===== src/rtl/tgt_dec_pkg.sv =====
package tgt_dec_pkg;
  typedef enum logic [1:0] {
    RGN_REGS = 2'd0,
    RGN_KRAM = 2'd1,
    RGN_IND  = 2'd2,
    RGN_EXT  = 2'd3
  } region_e;
endpackage


===== src/rtl/tgt_cfg_regs.sv =====
module tgt_cfg_regs #(
  parameter int PAGE_W = 16,
  parameter int CNT_W  = 8
) (
  input  logic              clk,
  input  logic              rst,
  input  logic              page_we,
  input  logic [PAGE_W-1:0] page_wdata,
  input  logic              cnt_we,
  input  logic [CNT_W-1:0]  cnt_wdata,
  input  logic              swap_we,
  input  logic              swap_wdata,
  output logic [PAGE_W-1:0] page_q,
  output logic [CNT_W-1:0]  cnt_q,
  output logic              swap_q
);
  always_ff @(posedge clk) begin
    if (rst) begin
      page_q <= '0;
      cnt_q  <= '1;
      swap_q <= 1'b0;
    end else begin
      if (page_we) page_q <= page_wdata;
      if (cnt_we)  cnt_q  <= cnt_wdata;
      if (swap_we) swap_q <= swap_wdata;
    end
  end

  AST_RESET_VALUES: assert property (@(posedge clk) disable iff (rst)
    $fell(rst) |-> (page_q == '0 && cnt_q == '1 && !swap_q));
endmodule


===== src/rtl/tgt_byte_swap.sv =====
module tgt_byte_swap #(
  parameter int DATA_W = 32
) (
  input  logic              swap,
  input  logic [DATA_W-1:0] din,
  output logic [DATA_W-1:0] dout
);
  localparam int NBYTES = DATA_W / 8;

  for (genvar b = 0; b < NBYTES; b++) begin : g_lane
    assign dout[8*b +: 8] = swap ? din[8*(NBYTES-1-b) +: 8] : din[8*b +: 8];
  end
endmodule


===== src/rtl/tgt_region_decode.sv =====
module tgt_region_decode
  import tgt_dec_pkg::*;
#(
  parameter int          ADDR_W   = 32,
  parameter int          WIN_BITS = 17,
  parameter int          PAGE_W   = 16,
  parameter int          CNT_W    = 8,
  parameter logic [16:0] FIFO_LO  = 17'h00380,
  parameter logic [16:0] FIFO_HI  = 17'h003FF,
  localparam int         BASE_W   = ADDR_W - WIN_BITS,
  localparam int         EXT_W    = PAGE_W + WIN_BITS - 3
) (
  input  logic [ADDR_W-1:0]   addr,
  input  logic [BASE_W-1:0]   bar_base,
  input  logic                valid,
  input  logic                io,
  input  logic                write,
  input  logic                ind_autoinc,
  input  logic [PAGE_W-1:0]   page,
  input  logic [CNT_W-1:0]    cnt_limit,
  output logic                hit,
  output region_e             region,
  output logic [WIN_BITS-1:0] loc_addr,
  output logic [EXT_W-1:0]    ext_addr,
  output logic [CNT_W-1:0]    prefetch
);
  logic [WIN_BITS-1:0] offs;
  logic                no_fetch_ahead;

  assign offs = addr[WIN_BITS-1:0];
  assign hit  = valid && !io && (addr[ADDR_W-1:WIN_BITS] == bar_base);

  always_comb begin
    if (offs[WIN_BITS-1])      region = RGN_EXT;
    else if (offs[WIN_BITS-2]) region = RGN_IND;
    else if (offs[WIN_BITS-3]) region = RGN_KRAM;
    else                       region = RGN_REGS;
  end

  always_comb begin
    loc_addr = '0;
    ext_addr = '0;
    if (region == RGN_EXT) ext_addr = {page, offs[WIN_BITS-2:2]};
    else                   loc_addr = offs;
  end

  always_comb begin
    no_fetch_ahead = 1'b0;
    if (region == RGN_REGS && offs >= FIFO_LO[WIN_BITS-1:0] && offs <= FIFO_HI[WIN_BITS-1:0])
      no_fetch_ahead = 1'b1;
    if (region == RGN_IND && ind_autoinc)
      no_fetch_ahead = 1'b1;
  end

  assign prefetch = (write || no_fetch_ahead) ? '0 : cnt_limit;
endmodule


===== src/rtl/tgt_addr_decoder.sv =====
module tgt_addr_decoder
  import tgt_dec_pkg::*;
#(
  parameter int          ADDR_W   = 32,
  parameter int          DATA_W   = 32,
  parameter int          WIN_BITS = 17,
  parameter int          PAGE_W   = 16,
  parameter int          CNT_W    = 8,
  parameter logic [16:0] FIFO_LO  = 17'h00380,
  parameter logic [16:0] FIFO_HI  = 17'h003FF,
  localparam int         BASE_W   = ADDR_W - WIN_BITS,
  localparam int         EXT_W    = PAGE_W + WIN_BITS - 3
) (
  input  logic                clk,
  input  logic                rst,
  input  logic [BASE_W-1:0]   bar_base,
  input  logic                acc_valid,
  input  logic                acc_io,
  input  logic                acc_write,
  input  logic [ADDR_W-1:0]   acc_addr,
  input  logic [DATA_W-1:0]   acc_wdata,
  input  logic                ind_autoinc,
  input  logic                cfg_page_we,
  input  logic [PAGE_W-1:0]   cfg_page_wdata,
  input  logic                cfg_cnt_we,
  input  logic [CNT_W-1:0]    cfg_cnt_wdata,
  input  logic                cfg_swap_we,
  input  logic                cfg_swap_wdata,
  input  logic                rsp_valid,
  input  logic [DATA_W-1:0]   rsp_rdata,
  output logic                req_valid,
  output logic                req_write,
  output logic [1:0]          req_region,
  output logic [WIN_BITS-1:0] req_loc_addr,
  output logic [EXT_W-1:0]    req_ext_addr,
  output logic [DATA_W-1:0]   req_wdata,
  output logic [CNT_W-1:0]    req_prefetch,
  output logic                host_rvalid,
  output logic [DATA_W-1:0]   host_rdata,
  output logic [PAGE_W-1:0]   page_q,
  output logic [CNT_W-1:0]    rdcnt_q,
  output logic                swap_q
);
  logic                hit;
  region_e             dec_region;
  logic [WIN_BITS-1:0] dec_loc;
  logic [EXT_W-1:0]    dec_ext;
  logic [CNT_W-1:0]    dec_pf;
  logic [DATA_W-1:0]   wdata_sw;
  logic [DATA_W-1:0]   rdata_sw;

  tgt_cfg_regs #(.PAGE_W(PAGE_W), .CNT_W(CNT_W)) u_cfg (
    .clk        (clk),
    .rst        (rst),
    .page_we    (cfg_page_we),
    .page_wdata (cfg_page_wdata),
    .cnt_we     (cfg_cnt_we),
    .cnt_wdata  (cfg_cnt_wdata),
    .swap_we    (cfg_swap_we),
    .swap_wdata (cfg_swap_wdata),
    .page_q     (page_q),
    .cnt_q      (rdcnt_q),
    .swap_q     (swap_q)
  );

  tgt_region_decode #(
    .ADDR_W(ADDR_W), .WIN_BITS(WIN_BITS), .PAGE_W(PAGE_W), .CNT_W(CNT_W),
    .FIFO_LO(FIFO_LO), .FIFO_HI(FIFO_HI)
  ) u_dec (
    .addr        (acc_addr),
    .bar_base    (bar_base),
    .valid       (acc_valid),
    .io          (acc_io),
    .write       (acc_write),
    .ind_autoinc (ind_autoinc),
    .page        (page_q),
    .cnt_limit   (rdcnt_q),
    .hit         (hit),
    .region      (dec_region),
    .loc_addr    (dec_loc),
    .ext_addr    (dec_ext),
    .prefetch    (dec_pf)
  );

  tgt_byte_swap #(.DATA_W(DATA_W)) u_wswap (
    .swap (swap_q), .din (acc_wdata), .dout (wdata_sw)
  );

  tgt_byte_swap #(.DATA_W(DATA_W)) u_rswap (
    .swap (swap_q), .din (rsp_rdata), .dout (rdata_sw)
  );

  always_ff @(posedge clk) begin
    if (rst) begin
      req_valid    <= 1'b0;
      req_write    <= 1'b0;
      req_region   <= '0;
      req_loc_addr <= '0;
      req_ext_addr <= '0;
      req_wdata    <= '0;
      req_prefetch <= '0;
      host_rvalid  <= 1'b0;
      host_rdata   <= '0;
    end else begin
      req_valid   <= hit;
      host_rvalid <= rsp_valid;
      if (hit) begin
        req_write    <= acc_write;
        req_region   <= dec_region;
        req_loc_addr <= dec_loc;
        req_ext_addr <= dec_ext;
        req_wdata    <= wdata_sw;
        req_prefetch <= dec_pf;
      end
      if (rsp_valid) host_rdata <= rdata_sw;
    end
  end

  AST_MISS_NO_REQ: assert property (@(posedge clk) disable iff (rst)
    (acc_valid && acc_addr[ADDR_W-1:WIN_BITS] != bar_base) |=> !req_valid);
  AST_IO_NO_REQ: assert property (@(posedge clk) disable iff (rst)
    (acc_valid && acc_io) |=> !req_valid);
  AST_ONE_CYCLE_REQ: assert property (@(posedge clk) disable iff (rst)
    (acc_valid && !acc_io && acc_addr[ADDR_W-1:WIN_BITS] == bar_base) |=> req_valid);
  AST_WRITE_NO_PREFETCH: assert property (@(posedge clk) disable iff (rst)
    (req_valid && req_write) |-> req_prefetch == '0);
  AST_PREFETCH_BOUND: assert property (@(posedge clk) disable iff (rst)
    req_valid |-> req_prefetch <= $past(rdcnt_q));
  AST_EXT_ONLY_ADDR: assert property (@(posedge clk) disable iff (rst)
    (req_valid && req_region != 2'd3) |-> req_ext_addr == '0);
endmodule


===== config.mk =====
export PLATFORM = sky130hd
export DESIGN_NAME = tgt_addr_decoder
export DESIGN_NICKNAME = d
export VERILOG_FILES = /design/src/rtl/tgt_dec_pkg.sv /design/src/rtl/tgt_cfg_regs.sv /design/src/rtl/tgt_byte_swap.sv /design/src/rtl/tgt_region_decode.sv /design/src/rtl/tgt_addr_decoder.sv
export SDC_FILE = /design/constraint.sdc
export NUM_CORES = 1
export LEC_CHECK = 0
export CORE_MARGIN = 2
export CORE_UTILIZATION = 43
export CTS_BUF_LIST = sky130_fd_sc_hd__clkbuf_4 sky130_fd_sc_hd__clkbuf_8
export DETAILED_ROUTE_END_ITERATION = 10
export PLACE_DENSITY = 0.82
export SYNTH_ARGS = -nofsm -noshare
export SYNTH_HDL_FRONTEND = slang
export SYNTH_SLANG_ARGS = --single-unit

===== constraint.sdc =====
create_clock -name clk -period 2.06 [get_ports clk]
set_input_delay 0.412 -clock clk [delete_from_list [all_inputs] [get_ports clk]]
set_output_delay 0.412 -clock clk [all_outputs]
set_load 0.005 [all_outputs]

* Word level (Yosys, flattened, before mapping) *
Index checks and enable logic that the tools add are counted.

word-level totals
  register bits after elaboration = 149
  input bits = 146
  word-level logic and storage cells = 41

cells by class
  $lt $le $gt $ge = 2
  equality and inequality tests = 3
  mux-type cells = 16
  reduce and logical (&&, ||, !) cells = 8

operators by type and width
  kind                                                                  number
  two-way mux 8 bit                                                     9
  two-way mux 30 bit                                                    1
  greater-or-equal comparator 17 x 10 -> 1 bit (second input constant)  1
  less-or-equal comparator 17 x 10 -> 1 bit (second input constant)     1
  two-way mux 17 bit                                                    1
  equality test 15 bit                                                  1
  logical AND 1 bit                                                     5
  equality test 2 bit (second input constant)                           2
  two-way mux 2 bit                                                     2
  two-way mux 1 bit                                                     3
  logical NOT 2 bit                                                     1
  logical NOT 1 bit                                                     1
  logical OR 1 bit                                                      1

* Logic depth before layout (Yosys ltp) *
Gate-level depths: netlist of the first run.

  word-level depth = 10
  gate-level depth with buffers = 7

* Modules after synthesis *
A second synthesis of the first run with hierarchy kept.

second synthesis, totals
  cell total of the unflattened synthesis = 640
  area, all modules = 7,025.5 µm²

modules (own cells, without submodules)
  module             instances  cells an instance  area each (µm²)  seq. area each (µm²)
  tgt_addr_decoder   1          398                4,425.5          2,482.4
  tgt_byte_swap      2          36                 544.3            0.0
  tgt_cfg_regs       1          81                 912.1            500.5
  tgt_region_decode  1          89                 599.3            0.0

* Worst setup path after synthesis of the first run *
No wires, ideal clock.

  path type = input to register
  start point = input port bar_base[12]
  end point = register req_prefetch[2]
  data arrival time = 1.725 ns
  path slack = 0.263 ns
  cell stages on the path = 6
  path through = xor2_1 nor4_4 and4_1 buf_2 buf_4 mux2i_1

between the ends
  longest elaborated chain between the ends = 2

ends and longest elaborated chain
  element                 RTL line                 text
  start: declaration      tgt_addr_decoder.sv:16   input logic [BASE_W-1:0] bar_base,
  equality test 15 bit    tgt_region_decode.sv:31  assign hit = valid && !io && (addr[ADDR_W-1:WIN_BITS] == bar_base);
  logical AND 1 bit       tgt_region_decode.sv:31
  end signal: assignment  tgt_addr_decoder.sv:113  req_prefetch <= dec_pf;
  end: declaration        tgt_addr_decoder.sv:37   output logic [CNT_W-1:0] req_prefetch,

Every way passes these cells.
A chain may end at the register's enable or synchronous reset.

* Final worst setup path of the first run *
  start point = input port bar_base[4]
  end point = register req_loc_addr[0]

between the ends
  longest elaborated chain between the ends = 2

ends and longest elaborated chain
  element                 RTL line                 text
  equality test 15 bit    tgt_region_decode.sv:31
  logical AND 1 bit       tgt_region_decode.sv:31
  end signal: assignment  tgt_addr_decoder.sv:110  req_loc_addr <= dec_loc;
  end: declaration        tgt_addr_decoder.sv:34   output logic [WIN_BITS-1:0] req_loc_addr,

Every way passes these cells.

==> results of run 1 <==
## stage by stage
stage | setup WS (ns) | setup TNS, ns | hold slack (ns) | cell area [um2]
4_1_cts | 0.146 | 0 | 0.387 | 10300
3_5_place_dp | -0.259 | -14.91 | 0.448 | 9880
5_1_grt | 0.118 | 0 | 0.409 | 10300
3_3_place_gp | -0.148 | -9.20 | 0.441 | 9880
2_1_floorplan | 0.263 | 0 | 0.451 | 6550
6_report | 0.122 | 0 | 0.411 | 10300
## sequential cells by signal (all words and copies together), names as in the netlist
signal / count
host_rdata: 32
req_wdata: 32
req_ext_addr: 30
req_loc_addr: 17
u_cfg.page_q: 16
req_prefetch: 8
u_cfg.cnt_q: 8
req_region: 2
host_rvalid: 1
req_valid: 1
req_write: 1
u_cfg.swap_q: 1
## worst max-delay path, stage by stage
cell             delay, ns
clkdlybuf4s50_1       0.44
xor2_1                0.22
nor4_1                0.34
and4_2                0.32
buf_12                0.17
buf_4                 0.15
mux2i_1               0.23
## layout make-up
type / instances / area, um2 / share of cell area, %
Clock buffer: 19 / 262 / 2.54
Clock inverter: 12 / 144 / 1.40
Inverter: 2 / 7.51 / 0.0730
Multi-Input combinational cell: 446 / 3270 / 31.7
Sequential cell: 149 / 2990 / 29.0
Tap cell: 188 / 235 / 2.29
Timing Repair Buffer: 333 / 3390 / 32.9
## worst max path at each step
| stage | end | cells after the start | slack [ns] |
|---|---|---|---|
| 6_report | req_loc_addr[0]$_SDFFE_PP0P_ | 7 | 0.12 |
| 4_1_cts | swap_q | 1 | 0.15 |
| 5_1_grt | swap_q | 1 | 0.12 |
| 3_5_place_dp | req_ext_addr[9]$_SDFFE_PP0P_ | 7 | -0.26 |
| 3_3_place_gp | req_ext_addr[21]$_SDFFE_PP0P_ | 7 | -0.15 |
| 2_1_floorplan | req_prefetch[2]$_SDFFE_PP0P_ | 6 | 0.26 |
## synthesized netlist by cell type (all sizes together) (2+ instances only)
cell	count
buf	30
nor4	8
mux2i	144
dfxtp	149
clkbuf	36
a41oi	34
nand2b	2
and4	2
a311oi	2
nor2	50
xor2	15
nand2	64
a211oi	65
nand3	55
## routing by layer
metal  GRT usage, %  share of wire [%]  vias to the layer above
met4           10.5                3.2                        0
met1           28.4                 41                     2888
met3           7.45                8.1                       44
met2           39.6                 48                      247
li1               -                  -                     3003
met5              0                  0                        -
## cells by family after synthesis
kind of cell    count (synthesis)  share of synthesized area (%)
compound gates                101                           12.4
mux                           144                           22.0
xor+xnor                       15                           2.01
flops                         149                           45.5
buf+inv                        68                           4.62
simple gates                  186                           13.5
## power breakdown
group | switching, uW | internal, uW
Sequential | 55.4 | 2950
Clock | 1160 | 1150
Combinational | 416 | 566
==> impl_metrics.ini, run 1 <==
[status]
outcome = completed

[logic_synthesis]
ys_dominant_reg_cell = dfxtp_1
ffs_w_async_s_r_synth_pct = 0
synth_top_cell_area_share_pct = 45.5
postSynthAreaPerCell_um2 = 9.88
yosys_register_bits = 149
synthCells = 663
sequential_cell_area_fraction_in_the_yosys_report_pct = 45.5
most_area_hungry_cell_type_in_the_yosys_netlist = dfxtp_1
yosys_warnings = 0
syn-cell-area_um2 = 6550
edff_count_synth = 0
synth.net_count = 809
cell_types_occupying_the_most_area_after_synthesis = dfxtp_1, mux2i_1, a211oi_1
ys_types = 25

[clock_tree]
cts_root_buffer_type = clkbuf_8
longest_clk_path_bufs = 2
cts_tree = yes
cts-buffers-inserted = 17
htreeDepth = 4
clk_pin_slew_worst_setup_hold_paths_ns = 0.09
worstSkewPairLatency_ns = 0.45
post-cts-setup-buffer-count = 0
cts-hold-fix-buffers = 0
clock_sinks = 149
post_cts_resized = 0

[floorplanning]
die-width_um = 127
core-area_um2 = 15000
std_cell_rows = 45
io-pin-count = 295
die_area_um2 = 16200
initial_utilization_pct = 43.6
die_h_um = 127

[sta]
timing.final.crit_share_pct = 94.1
unrepaired_setup_endpoints_after_global_routing = false
tightest_slew_ns = 0.800
final-setup-viol-count = 0
post-route-min-period_ns = 1.94
slew_headroom_pct = 46.7
hold_violations = 0
final_max_slew_viol_count = 0
timing.clock.skew_ns = 0.0116
max_freq_mhz = 516

[final_layout]
postLayoutCoreUtil_pct = 68.4
flow.area_growth_from_synthesis_pct = 57.1
insertedDiodeCount = 0
commonest_non_fill_non_tap_cell_in_the_layout = clkdlybuf4s50_1
drive_gt1_share_pct = 8.32
final_cells = 1149
layout_common_cells = clkdlybuf4s50_1, dfxtp_1, mux2i_1, a211oi_1, nand2_1
nFillCells = 1193
nets = 1095

[grt]
grt_pass1_vias = 6054
grt_overflow_total = 0
global_route.usage.total_pct = 23.9
grt_antenna_before_repair = 0
grt_pass1_wl_mm = 30.9
grt_max_degree = 96

[critical_path]
cp_max_fo = 15
worst_setup_path_startpoint = bar_base[4]
worst-r2r-setup-slack_ns = 0.62
worstSetupStartpointType = primary input
critical_path.endpoint_type = register
critical_path_class = primary input to register
worst_ep_arrival_ns = 2.30
worst_r2r_startpoint = u_cfg.swap_q$_SDFFE_PP0P_
cp_data_required_time_ns = 2.42
reg2regPathDepth = 3
worst_r2r_end = host_rdata[23]$_SDFFE_PP0P_

[power]
power.static_leakage_uw = 0.00355
finalPower_uw = 6310
vdd_ir_drop_max_mv = 0.432
p_per_area_nw_per_um2 = 613

[placement]
place.gp.congestion = 0.797
dpl.hpwl_mm = 14.3
place_inst = 1118
port-buffer-count = 294

[hold_path]
holdPathEnd = u_cfg.page_q[15]$_SDFFE_PP0P_
tightest_hold_check_type = primary input to register
hold_critical_path_depth = 3
hold_start = rst

[drt]
routed_wire_length_per_instance_um = 17.3
drt_first_iter_violations = 346
drc_errors = 0
wirelength_mm = 19.9
dr.pass1.iters = 5
num_vias = 6182
final_antenna_net_count = 0
viasPerCell = 5.38

[job]
drv_cap = 0
Note: power is estimated with default switching activity, not from simulation.
==> inputs of run 2 (changes only) <==
RECOVER_POWER = 50   (was not set)
==> run 2 against run 1 <==
The run now ends with capacitance limit, slew limit left. Global-route usage is the same. Core utilization decreased by 0.14 points. Final area down 0.21%. Clock skew is essentially flat. Cell count stayed put. Largest power group unchanged. Highest routed layer unchanged.
==> impl_metrics.ini, run 2 (same netlist as run 1, synthesis figures left out) <==
[placement]
port-buffer-count = 294
dpl.hpwl_mm = 14.3
place.gp.congestion = 0.797
place_inst = 1118

[job]
drv_cap = 1

[critical_path]
worstSetupEndpoint = req_loc_addr[0]$_SDFFE_PP0P_
worst_ep_arrival_ns = 2.30
critical_path_buf_inv_count = 3
reg2regPathDepth = 3
crit_family = buffers and inverters
cp_max_fo = 15
cp_data_required_time_ns = 2.42
critical_path_class = primary input to register
worstSetupStartpointType = primary input
critical_path.endpoint_type = register
worst_setup_path_startpoint = bar_base[4]
crit_path_max_incr_delay_ns = 0.44
worst_r2r_startpoint = u_cfg.swap_q$_SDFFE_PP0P_
critical_path_depth = 7
worst_r2r_end = host_rdata[23]$_SDFFE_PP0P_
worst-r2r-setup-slack_ns = 0.59
timing.critical_path.slowest_stage_cell = clkdlybuf4s50_1
path_cells = clkdlybuf4s50_1 -> xor2_1 -> nor4_1 -> and4_1 -> buf_12 -> buf_4 -> mux2i_1

[sta]
unrepaired_setup_endpoints_after_global_routing = false
worst_hold_slack_ns = 0.439
max_freq_mhz = 514
post-route-min-period_ns = 1.95
hold_violations = 0
slew_headroom_pct = -3.49
tightest_slew_ns = 1.55
final_max_slew_viol_count = 75
final-setup-viol-count = 0
timing.final.crit_share_pct = 94.4
finalSetupTns_ns = 0
timing.clock.skew_ns = 0.0113

[clock_tree]
cts-hold-fix-buffers = 0
cts_tree = yes
clock_sinks = 149
longest_clk_path_bufs = 2
cts_root_buffer_type = clkbuf_8
worstSkewPairLatency_ns = 0.45
cts-buffers-inserted = 17
clk_pin_slew_worst_setup_hold_paths_ns = 0.09
htreeDepth = 4
post-cts-setup-buffer-count = 0
post_cts_resized = 0

[drt]
wirelength_mm = 19.8
drt_first_iter_violations = 397
drc_errors = 0
final_antenna_net_count = 0
num_vias = 6189
routed_wire_length_per_instance_um = 17.2
viasPerCell = 5.39
dr.pass1.iters = 5

[power]
power.clock.fraction_pct = 36.8
p_per_area_nw_per_um2 = 613
power.share.sequential_pct = 47.8
finalPower_uw = 6290
power.share.switching_pct = 25.9
portion_of_total_power_attributed_to_combinational_logic_pct = 15.4
power.static_leakage_uw = 0.00377
vdd_ir_drop_max_mv = 0.432
p_sw_uw = 1630
internal_portion_of_total_power_uw = 4660

[grt]
grt_pass1_wl_mm = 30.9
grt_overflow_total = 0
global_route.usage.total_pct = 23.9
grt_pass1_vias = 6054
grt_max_degree = 96
grt_antenna_before_repair = 0

[final_layout]
drive_gt1_share_pct = 8.01
biggestRegsByFlops = host_rdata: 32 flops, req_wdata: 32 flops, req_ext_addr: 30 flops
flow.area_growth_from_synthesis_pct = 56.8
nFillCells = 1195
final_cells = 1149
commonest_non_fill_non_tap_cell_in_the_layout = clkdlybuf4s50_1
nets = 1095
layout_common_cells = clkdlybuf4s50_1, dfxtp_1, mux2i_1, dlygate4sd3_1, a211oi_1
insertedDiodeCount = 0

[floorplanning]
die_h_um = 127
std_cell_rows = 45
io-pin-count = 295
die_area_um2 = 16200
core-area_um2 = 15000
initial_utilization_pct = 43.6
die-width_um = 127

[status]
outcome = finished, violations left
violations = capacitance limit, slew limit

[hold_path]
tightest_hold_check_type = primary input to register
[run 2: cell types whose count changed in the layout (fill, tap and decap cells not counted), sizes merged]
cell           delta
buf               -4
dlygate4sd3      +75
clkdlybuf4s50    -75
clkbuf            +4
[run 2: final cells by class]
type / count / area, um2 / share of cell area, %
timing repair buffer: 333 / 3370 / 32.8
multi-input combinational: 446 / 3260 / 31.8
sequential: 149 / 2990 / 29.1
clock buffer: 19 / 262 / 2.55
tap: 188 / 235 / 2.29
clock inverter: 12 / 144 / 1.40
inverter: 2 / 7.51 / 0.0731
[run 2: power by group through the flow]
stage / logic (uW) / registers (uW) / clock network, uW
floorplan: 396 / 3070 / 0
global placement: 964 / 3070 / 0
detailed placement: 977 / 3080 / 0
CTS: 985 / 3010 / 2370
global route: 1040 / 3020 / 2470
finish: 968 / 3010 / 2320
[run 2: through the flow]
step	setup WS [ns]	cell area, um2	utilization, %
CTS	0.146	10300	68.4
detailed placement	-0.259	9880	65.7
global route	0.0639	10300	68.3
floorplan	0.263	6550	-
finish	0.115	10300	68.3
global placement	-0.148	9880	65.7
[run 2: worst min path at each step]
stage,end,cells after the start,startpoint
2_1_floorplan,req_ext_addr[0]$_SDFFE_PP0P_,2,req_ext_addr[0]$_SDFFE_PP0P_
3_3_place_gp,req_ext_addr[18]$_SDFFE_PP0P_,2,req_ext_addr[18]$_SDFFE_PP0P_
3_5_place_dp,req_ext_addr[0]$_SDFFE_PP0P_,2,req_ext_addr[0]$_SDFFE_PP0P_
4_1_cts,u_cfg.page_q[9]$_SDFFE_PP0P_,3,rst
5_1_grt,host_rdata[13]$_SDFFE_PP0P_,3,rsp_valid
6_report,host_rdata[13]$_SDFFE_PP0P_,3,rsp_valid
[run 2: worst reg2reg max path, delay by kind of cell (launching register included)]
family / cells / cell delay (ns)
DFF: 1 / 0.48
muxes: 1 / 0.33
AOI/OAI and AO/OA: 1 / 0.11
buffers and inverters: 1 / 0.36
[run 2: layer usage]
metal	routed length, um	vias to the layer above	GRT usage (%)
met5	0	-	0
met4	613	0	10.5
met3	1580	42	7.45
met2	9470	248	39.6
met1	8150	2896	28.4
li1	-	3003	-
==> inputs of run 3 (changes only) <==
PLACE_DENSITY = 0.91   (was 0.82)
==> run 3 against run 2 <==
The run still ends with capacitance limit, slew limit left. Critical path depth is 3 lower. Combinational power shrank 0.9%. Global-route usage increased by 0.63 points. Setup slack gained 0.032 ns. Largest cell class unchanged. Highest routed layer unchanged.
==> impl_metrics.ini, run 3 (same netlist as run 1, synthesis figures left out) <==
[status]
outcome = finished, violations left
violations = capacitance limit, slew limit

[sta]
tightest_slew_ns = 1.59
slew_headroom_pct = -6.19
timing.clock.skew_ns = 0.0164
worst_hold_slack_ns = 0.399
final-setup-viol-count = 0
unrepaired_setup_endpoints_after_global_routing = false
final_max_slew_viol_count = 78
fin_ws_ns = 0.147
timing.final.crit_share_pct = 92.9
post-route-min-period_ns = 1.91
hold_violations = 0
max_freq_mhz = 523

[power]
vdd_ir_drop_max_mv = 0.573
power.static_leakage_uw = 0.00377
finalPower_uw = 6200
p_per_area_nw_per_um2 = 610

[drt]
num_vias = 6294
viasPerCell = 5.51
routed_wire_length_per_instance_um = 17.9
wirelength_mm = 20.4
dr.pass1.iters = 5
final_antenna_net_count = 0
drt_first_iter_violations = 346
drc_errors = 0

[final_layout]
commonest_non_fill_non_tap_cell_in_the_layout = clkdlybuf4s50_1
insertedDiodeCount = 0
final_cells = 1143
nets = 1088
flow.area_growth_from_synthesis_pct = 55.2
nFillCells = 1123
drive_gt1_share_pct = 7.54
layout_common_cells = clkdlybuf4s50_1, dfxtp_1, mux2i_1, dlygate4sd3_1, a211oi_1
biggestRegsByFlops = host_rdata: 32 flops, req_wdata: 32 flops, req_ext_addr: 30 flops

[grt]
grt_max_degree = 78
grt_pass1_vias = 6184
grt_antenna_before_repair = 0
grt_overflow_total = 0
grt_pass1_wl_mm = 31.6
global_route.usage.total_pct = 24.5

[hold_path]
hold_start = rst
holdPathEnd = u_cfg.page_q[8]$_SDFFE_PP0P_
hold_critical_path_depth = 2
tightest_hold_check_type = primary input to register

[critical_path]
reg2regPathDepth = 3
cp_max_fo = 16
critical_path.endpoint_type = register
worst_ep_arrival_ns = 2.17
cp_data_required_time_ns = 2.32
worst-r2r-setup-slack_ns = 0.71
worstSetupStartpointType = primary input
worst_r2r_startpoint = u_cfg.swap_q$_SDFFE_PP0P_
worst_r2r_end = req_wdata[10]$_SDFFE_PP0P_
critical_path_class = primary input to register

[floorplanning]
die-width_um = 127
initial_utilization_pct = 43.6
die_h_um = 127
io-pin-count = 295
std_cell_rows = 45
die_area_um2 = 16200
core-area_um2 = 15000

[clock_tree]
htreeDepth = 4
clk_pin_slew_worst_setup_hold_paths_ns = 0.08
cts-hold-fix-buffers = 0
cts_root_buffer_type = clkbuf_8
longest_clk_path_bufs = 2
cts-buffers-inserted = 17
clock_sinks = 149
worstSkewPairLatency_ns = 0.44
post_cts_resized = 0
post-cts-setup-buffer-count = 0
cts_tree = yes

[placement]
placement.setup.worst_slack_ns = -0.212
dpl.hpwl_mm = 14.7
port-buffer-count = 294
place.gp.congestion = 0.839
place_inst = 1111

[job]
drv_cap = 1
## run 3: cell types whose count changed in the layout (fill, tap and decap cells not counted), moves of 2 or more
cell and change:
buf_4 -3, buf_12 -3, dlygate4sd3_1 +13, clkinv_4 -3
clkdlybuf4s50_1 -13, clkinv_2 +4, inv_6 -2
## run 3: cell type report
type,instances,area [um2],share of cell area [%]
timing repair buffer,326,3280,32.3
clock inverter,12,128,1.26
clock buffer,20,263,2.59
sequential,149,2990,29.4
inverter,2,7.51,0.0739
multi-input combinational,446,3260,32.1
tap,188,235,2.31
## run 3: through the flow
stage	utilization [%]	setup TNS, ns	instance area (um2)
6_report	67.6	0	10200
5_1_grt	67.6	0	10200
4_1_cts	67.7	0	10200
3_5_place_dp	65.2	-13.59	9790
3_3_place_gp	65.2	-10.54	9790
2_1_floorplan	-	0	6550
## run 3: worst max-delay path: stages
cell	delay [ns]
clkdlybuf4s50_1	0.45
clkbuf_1	0.94
mux2i_1	0.28
nor2_1	0.07
## run 3: where the power goes
part           total, uW  switching (uW)  leakage, uW  internal (uW)
Sequential          3000            48.6      0.00121           2950
Combinational        959             424      0.00236            535
Clock               2240            1100     0.000192           1130
Total               6200            1580      0.00377           4620
## run 3: how the worst max path moves through the flow
stage	startpoint	to	slack, ns
5_1_grt	rst	host_rdata[1]$_SDFFE_PP0P_	0.07
3_3_place_gp	acc_addr[19]	req_region[0]$_SDFFE_PP0P_	-0.16
2_1_floorplan	bar_base[12]	req_prefetch[2]$_SDFFE_PP0P_	0.26
4_1_cts	u_cfg.page_q[0]$_SDFFE_PP0P_	page_q[0]	0.23
3_5_place_dp	bar_base[6]	req_wdata[24]$_SDFFE_PP0P_	-0.21
6_report	cfg_page_we	u_cfg.page_q[7]$_SDFFE_PP0P_	0.15
## run 3: metal layers
layer	track usage, %	vias to the layer above	part of all wire (%)
met5	0	-	0
met4	11.4	0	3.5
met3	7.50	57	8.0
met2	40.8	266	49
met1	28.9	2981	40
li1	-	2990	-
